### src/rtl/tod_pkg.sv
package tod_pkg;
  typedef enum logic [2:0] {
    SEL_SEC = 3'd0,
    SEL_MIN = 3'd1,
    SEL_HR  = 3'd2,
    SEL_DLO = 3'd3,
    SEL_DHI = 3'd4
  } tod_sel_e;

  localparam int SEC_W   = 6;
  localparam int MIN_W   = 6;
  localparam int HR_W    = 5;
  localparam int DAY_W   = 9;
  localparam int SEC_TOP = 59;
  localparam int MIN_TOP = 59;
  localparam int HR_TOP  = 23;

  localparam int DH_OVF  = 7;
  localparam int DH_FRZ  = 6;
  localparam int DH_MSB  = 0;
endpackage

### src/rtl/tod_prescaler.sv
module tod_prescaler #(
  parameter int TERM = 4194304
) (
  input  logic clk,
  input  logic rst_n,
  input  logic run,
  output logic tick
);
  localparam int CW = (TERM > 2) ? $clog2(TERM) : 1;
  localparam logic [CW-1:0] LAST = CW'(TERM - 1);

  logic [CW-1:0] cnt_q;

  assign tick = run && (cnt_q == LAST);

  always_ff @(posedge clk or negedge rst_n) begin
    if (!rst_n) begin
      cnt_q <= '0;
    end else if (run) begin
      cnt_q <= (cnt_q == LAST) ? '0 : cnt_q + 1'b1;
    end
  end
endmodule

### src/rtl/tod_wrap_ctr.sv
module tod_wrap_ctr #(
  parameter int W   = 6,
  parameter int TOP = 59
) (
  input  logic         clk,
  input  logic         rst_n,
  input  logic         inc,
  input  logic         wr,
  input  logic [W-1:0] wdata,
  output logic [W-1:0] value,
  output logic         carry
);
  localparam logic [W-1:0] TOP_V = W'(TOP);

  logic at_top;

  assign at_top = (value == TOP_V);
  assign carry  = inc && at_top;

  always_ff @(posedge clk or negedge rst_n) begin
    if (!rst_n) begin
      value <= '0;
    end else if (wr) begin
      value <= wdata;
    end else if (inc) begin
      value <= at_top ? '0 : value + 1'b1;
    end
  end
endmodule

### src/rtl/tod_day_ctr.sv
module tod_day_ctr
  import tod_pkg::*;
(
  input  logic       clk,
  input  logic       rst_n,
  input  logic       inc,
  input  logic       wr_lo,
  input  logic       wr_hi,
  input  logic [7:0] wdata,
  output logic [7:0] day_lo,
  output logic [7:0] day_hi,
  output logic       frozen
);
  logic [DAY_W-1:0] day_q;
  logic             ovf_q;
  logic             frz_q;
  logic [DAY_W:0]   sum;

  assign sum = {1'b0, day_q} + 1'b1;

  always_ff @(posedge clk or negedge rst_n) begin
    if (!rst_n) begin
      day_q <= '0;
      ovf_q <= 1'b0;
      frz_q <= 1'b0;
    end else begin
      if (wr_lo)    day_q[7:0] <= wdata;
      else if (inc) day_q[7:0] <= sum[7:0];

      if (wr_hi)    day_q[8] <= wdata[DH_MSB];
      else if (inc) day_q[8] <= sum[8];

      if (wr_hi)                ovf_q <= wdata[DH_OVF];
      else if (inc && sum[DAY_W]) ovf_q <= 1'b1;

      if (wr_hi) frz_q <= wdata[DH_FRZ];
    end
  end

  assign day_lo = day_q[7:0];
  assign day_hi = {ovf_q, frz_q, 5'b00000, day_q[8]};
  assign frozen = frz_q;
endmodule

### src/rtl/tod_keeper.sv
module tod_keeper
  import tod_pkg::*;
#(
  parameter int TICKS_PER_SEC = 4194304
) (
  input  logic       clk,
  input  logic       rst_n,
  input  logic       wr_en,
  input  logic [2:0] wr_sel,
  input  logic [7:0] wr_data,
  output logic [5:0] sec_o,
  output logic [5:0] min_o,
  output logic [4:0] hr_o,
  output logic [7:0] day_lo_o,
  output logic [7:0] day_hi_o
);
  logic sec_tick, frozen;
  logic sec_cy, min_cy, hr_cy;
  logic w_sec, w_min, w_hr, w_dlo, w_dhi;

  always_comb begin
    w_sec = 1'b0; w_min = 1'b0; w_hr = 1'b0; w_dlo = 1'b0; w_dhi = 1'b0;
    if (wr_en) begin
      case (tod_sel_e'(wr_sel))
        SEL_SEC: w_sec = 1'b1;
        SEL_MIN: w_min = 1'b1;
        SEL_HR:  w_hr  = 1'b1;
        SEL_DLO: w_dlo = 1'b1;
        SEL_DHI: w_dhi = 1'b1;
        default: ;
      endcase
    end
  end

  tod_prescaler #(.TERM(TICKS_PER_SEC)) u_pre (
    .clk(clk), .rst_n(rst_n), .run(!frozen), .tick(sec_tick)
  );

  tod_wrap_ctr #(.W(SEC_W), .TOP(SEC_TOP)) u_sec (
    .clk(clk), .rst_n(rst_n), .inc(sec_tick), .wr(w_sec),
    .wdata(wr_data[SEC_W-1:0]), .value(sec_o), .carry(sec_cy)
  );

  tod_wrap_ctr #(.W(MIN_W), .TOP(MIN_TOP)) u_min (
    .clk(clk), .rst_n(rst_n), .inc(sec_cy), .wr(w_min),
    .wdata(wr_data[MIN_W-1:0]), .value(min_o), .carry(min_cy)
  );

  tod_wrap_ctr #(.W(HR_W), .TOP(HR_TOP)) u_hr (
    .clk(clk), .rst_n(rst_n), .inc(min_cy), .wr(w_hr),
    .wdata(wr_data[HR_W-1:0]), .value(hr_o), .carry(hr_cy)
  );

  tod_day_ctr u_day (
    .clk(clk), .rst_n(rst_n), .inc(hr_cy), .wr_lo(w_dlo), .wr_hi(w_dhi),
    .wdata(wr_data), .day_lo(day_lo_o), .day_hi(day_hi_o), .frozen(frozen)
  );
endmodule

### config.mk
export PLATFORM = sky130hd
export DESIGN_NAME = tod_keeper
export DESIGN_NICKNAME = d
export VERILOG_FILES = /design/src/rtl/tod_pkg.sv /design/src/rtl/tod_prescaler.sv /design/src/rtl/tod_wrap_ctr.sv /design/src/rtl/tod_day_ctr.sv /design/src/rtl/tod_keeper.sv
export SDC_FILE = /design/constraint.sdc
export NUM_CORES = 1
export LEC_CHECK = 0
export ABC_CLOCK_PERIOD_IN_PS = 5400
export CORE_ASPECT_RATIO = 1.1
export CORE_MARGIN = 2
export CORE_UTILIZATION = 50
export DETAILED_ROUTE_END_ITERATION = 8
export PLACE_DENSITY = 0.76
export SKIP_CTS_REPAIR_TIMING = 1
export SLEW_MARGIN = 10
export SYNTH_ARGS = -nofsm -noshare
export SYNTH_HDL_FRONTEND = slang
export SYNTH_SLANG_ARGS = --single-unit
export TNS_END_PERCENT = 20
### constraint.sdc
create_clock -name clk -period 5.4 [get_ports clk]
set_clock_uncertainty 0.05 [all_clocks]
set_input_delay 1.08 -clock clk [delete_from_list [all_inputs] [get_ports clk]]
set_output_delay 1.08 -clock clk [all_outputs]
set_load 0.02 [all_outputs]
Word-level counts from Yosys, hierarchy flattened
Cells that the tools add are included.
{"block": "op_classes", "mux": 26, "n_mul": 0, "n_addsub": 5, "n_div": 0, "n_shift": 0, "n_lt_le_gt_ge": 0, "reduce_logical": 13, "bitwise_logic": 0, "eq_ne": 8}
{"op": "$mux W6", "n": 6}
{"op": "$add A22 B1 Y22 const B", "n": 1}
{"op": "$eq A22 B22 Y1 const B", "n": 1}
{"op": "$mux W22", "n": 1}
{"op": "$mux W8", "n": 2}
{"op": "$mux W5", "n": 3}
{"op": "$mux W1", "n": 14}
{"op": "$add A6 B1 Y6 const B", "n": 2}
{"op": "$eq A6 B6 Y1 const B", "n": 2}
{"op": "$reduce_bool A2 Y1", "n": 6}
{"op": "$add A9 B1 Y10 const B", "n": 1}
{"op": "$eq A3 B2 Y1 const B", "n": 2}
{"op": "$add A5 B1 Y5 const B", "n": 1}
{"op": "$eq A5 B5 Y1 const B", "n": 1}
{"op": "$logic_and A1 B1 Y1", "n": 5}
{"op": "$eq A3 B1 Y1 const B", "n": 1}
{"op": "$eq A3 B3 Y1 const B", "n": 1}
{"op": "$logic_not A3 Y1", "n": 1}
{"op": "$logic_not A1 Y1", "n": 1}
{"block": "word_totals", "word_cells": 60, "mem_count": 0, "inputBits": 14, "register_bits": 50, "romBits": 0, "latch_bits": 0, "output_inout_bits": 33, "ramBits": 0}

Longest topological paths before layout
{"block": "depth", "word_depth": 8, "mapped_depth": 8, "ltp_nobuf": 6}

By module
Synthesis repeated with hierarchy kept, for this count alone.
{"block": "unflattened", "hier_cells": 304, "area_unflattened_um2": 2890.3}
{"mod": "tod_prescaler", "n_inst": 1, "cells_per_inst": 111, "area_per_inst_um2": 1104.8, "seq_area_each_um2": 550.5}
{"mod": "tod_wrap_ctr (u_min ...)", "n_inst": 2, "cells_per_inst": 43, "area_per_inst_um2": 390.4, "seq_area_each_um2": 150.1}
{"mod": "tod_day_ctr", "n_inst": 1, "cells_per_inst": 71, "area_per_inst_um2": 653.1, "seq_area_each_um2": 275.3}
{"mod": "tod_wrap_ctr (u_hr)", "n_inst": 1, "cells_per_inst": 30, "area_per_inst_um2": 285.3, "seq_area_each_um2": 125.1}
{"mod": "tod_keeper", "n_inst": 1, "cells_per_inst": 6, "area_per_inst_um2": 66.3, "seq_area_each_um2": 0.0}

Worst setup path before layout
No wires, ideal clock.
{"block": "synth_path", "path_kind": "reg-to-reg", "from": "reg u_sec.value[0]", "to": "reg u_hr.value[3]", "n_path_buf": 0, "setup_time_ns": 0.082, "arrival_time_ns": 2.193, "path_stages_with_launch": 7, "setup_slack_ns": 3.075, "synth_period_minus_slack_ns": 2.325, "t_required_ns": 5.268, "path_cell_list": "dfrtp_1 -> ha_1 -> nand4b_1 -> nor4_4 -> nand3_4 -> or4_1 -> a31oi_1"}
{"block": "synth_via", "elab_chain_len": 4}
{"element": "start: declaration", "line": "tod_wrap_ctr.sv:10", "source": "output logic [W-1:0] value,"}
{"element": "start signal: assignment", "line": "tod_wrap_ctr.sv:24", "source": "value <= wdata;"}
{"element": "start signal: assignment", "line": "tod_wrap_ctr.sv:26", "source": "value <= at_top ? '0 : value + 1'b1;"}
{"element": "$eq A6 B6 Y1", "line": "tod_wrap_ctr.sv:17", "source": "assign at_top = (value == TOP_V);"}
{"element": "$logic_and A1 B1 Y1 (2 in a row)", "line": "tod_wrap_ctr.sv:18", "source": "assign carry = inc && at_top;"}
{"element": "$reduce_bool A2 Y1 (no source line)"}
{"element": "end signal: assignment", "line": "tod_wrap_ctr.sv:24"}
{"element": "end signal: assignment", "line": "tod_wrap_ctr.sv:26"}
{"element": "end: declaration", "line": "tod_wrap_ctr.sv:10"}
No other way between the ends.
A chain may end at the register's enable or synchronous reset.

Worst setup path in the final report
{"block": "layout_path", "from": "reg u_pre.cnt_q[0]", "to": "reg u_sec.value[4]"}
{"block": "layout_via", "elab_chain_len": 3}
{"element": "start: declaration", "line": "tod_prescaler.sv:12", "source": "logic [CW-1:0] cnt_q;"}
{"element": "start signal: assignment", "line": "tod_prescaler.sv:20", "source": "cnt_q <= (cnt_q == LAST) ? '0 : cnt_q + 1'b1;"}
{"element": "$eq A22 B22 Y1", "line": "tod_prescaler.sv:14", "source": "assign tick = run && (cnt_q == LAST);"}
{"element": "$logic_and A1 B1 Y1", "line": "tod_prescaler.sv:14"}
{"element": "$reduce_bool A2 Y1 (no source line)"}
No other way between the ends.

==> flow_summary.yaml <==
yosys:
  synthAdderAreaFrac: 0.0216
  yosysSeqAreaShare: 0.432
  synth_ff_type: "dfrtp_1"
  post_synth_num_cell_types: 52
  count_of_mapped_cells_out_of_synthesis: 313
  synth-seq-cells: 50
  async_flop_share: 1.00
  yosysWarnings: 0
  synth.top_cells.by_area: "dfrtp_1 (43%), nor2_1 (5.8%), xnor2_1 (5.1%)"
  synth_xor_xnor_area_share: 0.0817
  synthMuxAreaShare: 0.0147
  synth_compound_area_frac: 0.0964
  main_combinational_cell_family_by_area_after_synthesis: "simple AND/OR/NAND/NOR gates"
  synth-simple-area-share: 0.320
  post-synth-top-area-fraction: 0.432
  syn-mean-instance-area_sq_um: 9.25
  post_synth_edffs: 0
  mappedNetlistArea_sq_um: 2900
  netlist.top_cell.by_area: "dfrtp_1"
critical_path:
  cp.arrival_ps: 2890
  critical-path-max-stage-delay_ps: 620
  crit_slowest_cell: "and4_1"
  kind_of_critical_path: "reg2reg"
  required_ps: 5580
  path_max_fanout: 11
  worst_setup_path_end_kind: "register"
  critical_path.startpoint_type: "register"
  path_cells: "ha_1 > nor2b_1 > and4_1 > nand2_1 > or3_1 > a31oi_1"
cells_and_area:
  finish.instance_area_sq_um: 3440
  layout.cells.non_filler: 430
  layout.nets: 371
  drive_above_1_share: 0.0652
  syn_to_final_growth_pct: 18.9
  most_common_cell_after_layout_fill_and_taps_aside: "dfrtp_1"
  num_antenna_cells: 0
  most-common-layout-cells: "dfrtp_1 (50), nor2_1 (45), clkdlybuf4s50_1 (40)"
sta:
  timing.fmax_mhz: 370
  worst_slew_margin_rel: 0.471
  period_utilization: 0.500
  hold_viol_final: 0
  setup_repair_after_global_routing_missed_its_margin: "false"
  finalSetupViolations: 0
  final-max-slew-violation-count: 0
  setup_tns_ps: 0
  min_period_ps: 2700
  max_slew.worst_pin.slew_ps: 787
global_route:
  grt_first_pass_wirelength_microns: 11700
  grt-ovfl-total: 0
  grt_pass1_vias: 2478
  global_route.usage.total: 0.227
  antenna_violations_before_repair: 0
  grt_start_max_net_pins: 51
place:
  place_hpwl_microns: 4950
  dp.cells: 422
  finalWeightedCongestion: 0.907
  number_of_buffers_inserted_by_port_buffering: 41
  detailed_place.area_sq_um: 3330
floorplanning:
  floorplan.initialDensity: 0.508
  io_pins: 47
  core_area_sq_um: 5700
  chipWidth_microns: 76.6
  num_rows: 29
  die_y_microns: 83.8
  design.die.area_sq_um: 6420
cts:
  tritoncts_clock_tree: "built"
  clock-root-buffer: "clkbuf_8"
  h_tree_level_count: 2
  clock_latency_ps: 310
  clk_path_buf_depth: 2
  cts.reportedPaths.clkPinSlew_ps: 100
  number_of_buffers_created_by_cts: 5
  clkSinkCount: 50
route:
  avgViaCountPerCell: 5.84
  first_iter_violations: 155
  routed_wirelength_microns: 6970
  ant_nets: 0
  routed-via-count: 2513
  remaining_drc_errors: 0
  drt_pre_antenna_iters: 5
  wire_per_inst_microns: 16.2
run:
  max_cap_violations: 0
outcome:
  outcome: "completed"
power_and_ir_drop:
  peakVddDrop_mv: 0.219
  powerDensity_nw_per_um2: 323
  cellLeakagePower_nw: 1.36
min_path:
  hold_class: "reg2reg"
area by class of cell:
cell class / instances / area, sq um
clock buffer: 7 / 96.3
clock inverter: 1 / 8.76
fill: 509 / 2250
inverter: 4 / 15.0
multi-input combinational: 250 / 1570
sequential: 50 / 1250
tap: 77 / 96.3
timing repair buffer: 41 / 408
cell families (layout without fill, tap and decap cells):
group                    count (synthesis)  in the layout
AO/OA/AOI/OAI                           46             46
XOR/XNOR                                27             27
adder cells (fa/ha/maj)                  5              5
buffers and inverters                   17             53
flip-flops                              50             50
multiplexers                             4              4
other                                    1              5
AND/OR/NAND/NOR                        163            163
sequential cells by signal (all words and copies together) (netlist names):
signal and flops:
u_day.day_q 9, u_day.frozen 1, u_day.ovf_q 1, u_hr.value 5, u_min.value 6, u_pre.cnt_q 22, u_sec.value 6
stage by stage:
| step | worst slack (ps) | total power [mW] | utilization | hold WS, ps |
|---|---|---|---|---|
| after floorplan | 3080 | 0.724 | - | 391 |
| after global placement | 2760 | 0.856 | 0.585 | 406 |
| after detailed placement | 2670 | 0.870 | 0.585 | 413 |
| after CTS | 2680 | 1.12 | 0.604 | 429 |
| after global routing | 2440 | 1.17 | 0.604 | 444 |
| final | 2700 | 1.11 | 0.604 | 430 |
final timing paths:
path / start / end / slack [ps] / cells past startpoint
min in group asynchronous: rst_n / u_sec.value[3]$_DFFE_PN0P_ / 730 / 1
max: u_pre.cnt_q[0]$_DFFE_PN0N_ / u_sec.value[4]$_DFFE_PN0P_ / 2700 / 6
min reg2reg: u_pre.cnt_q[18]$_DFFE_PN0N_ / u_pre.cnt_q[18]$_DFFE_PN0N_ / 430 / 1
max reg2reg: u_pre.cnt_q[0]$_DFFE_PN0N_ / u_sec.value[4]$_DFFE_PN0P_ / 2700 / 6
max in group asynchronous: rst_n / u_pre.cnt_q[16]$_DFFE_PN0N_ / 4120 / 1
min: u_pre.cnt_q[18]$_DFFE_PN0N_ / u_pre.cnt_q[18]$_DFFE_PN0N_ / 430 / 1
synth_stat cells, drive strengths merged, types with 2 or more instances:
library cell,number
or2,3
nand4,14
ha,5
and3,6
nor4,13
a22o,2
a21oi,12
nand4b,4
inv,3
nand3b,2
xnor2,17
nand3,19
clkbuf,4
mux2i,2
or4,3
nor2,46
buf,9
or3,4
nor3,9
a31oi,14
o21ai,10
nand2,28
nor2b,3
mux2,2
xor2,10
o31ai,2
and2,4
dfrtp,50
metal layers:
layer,vias up,share of wire,GRT usage
li1,1205,-,-
met1,1236,0.42,0.275
met2,58,0.51,0.402
met3,14,0.045,0.0368
met4,0,0.022,0.0876
met5,-,0,0
power breakdown:
part	internal, mW	total [mW]	switching (mW)
sequential	0.438	0.521	0.0832
combinational	0.160	0.343	0.184
clock	0.118	0.248	0.131
critical path: cells and delay by family (launching register included):
family,cells,cell delay [ps]
AND/OR/NAND/NOR,4,1790
flip-flops,1,410
AO/OA/AOI/OAI,1,200
adder cells (fa/ha/maj),1,180
Power figures use the tool's default switching activity.
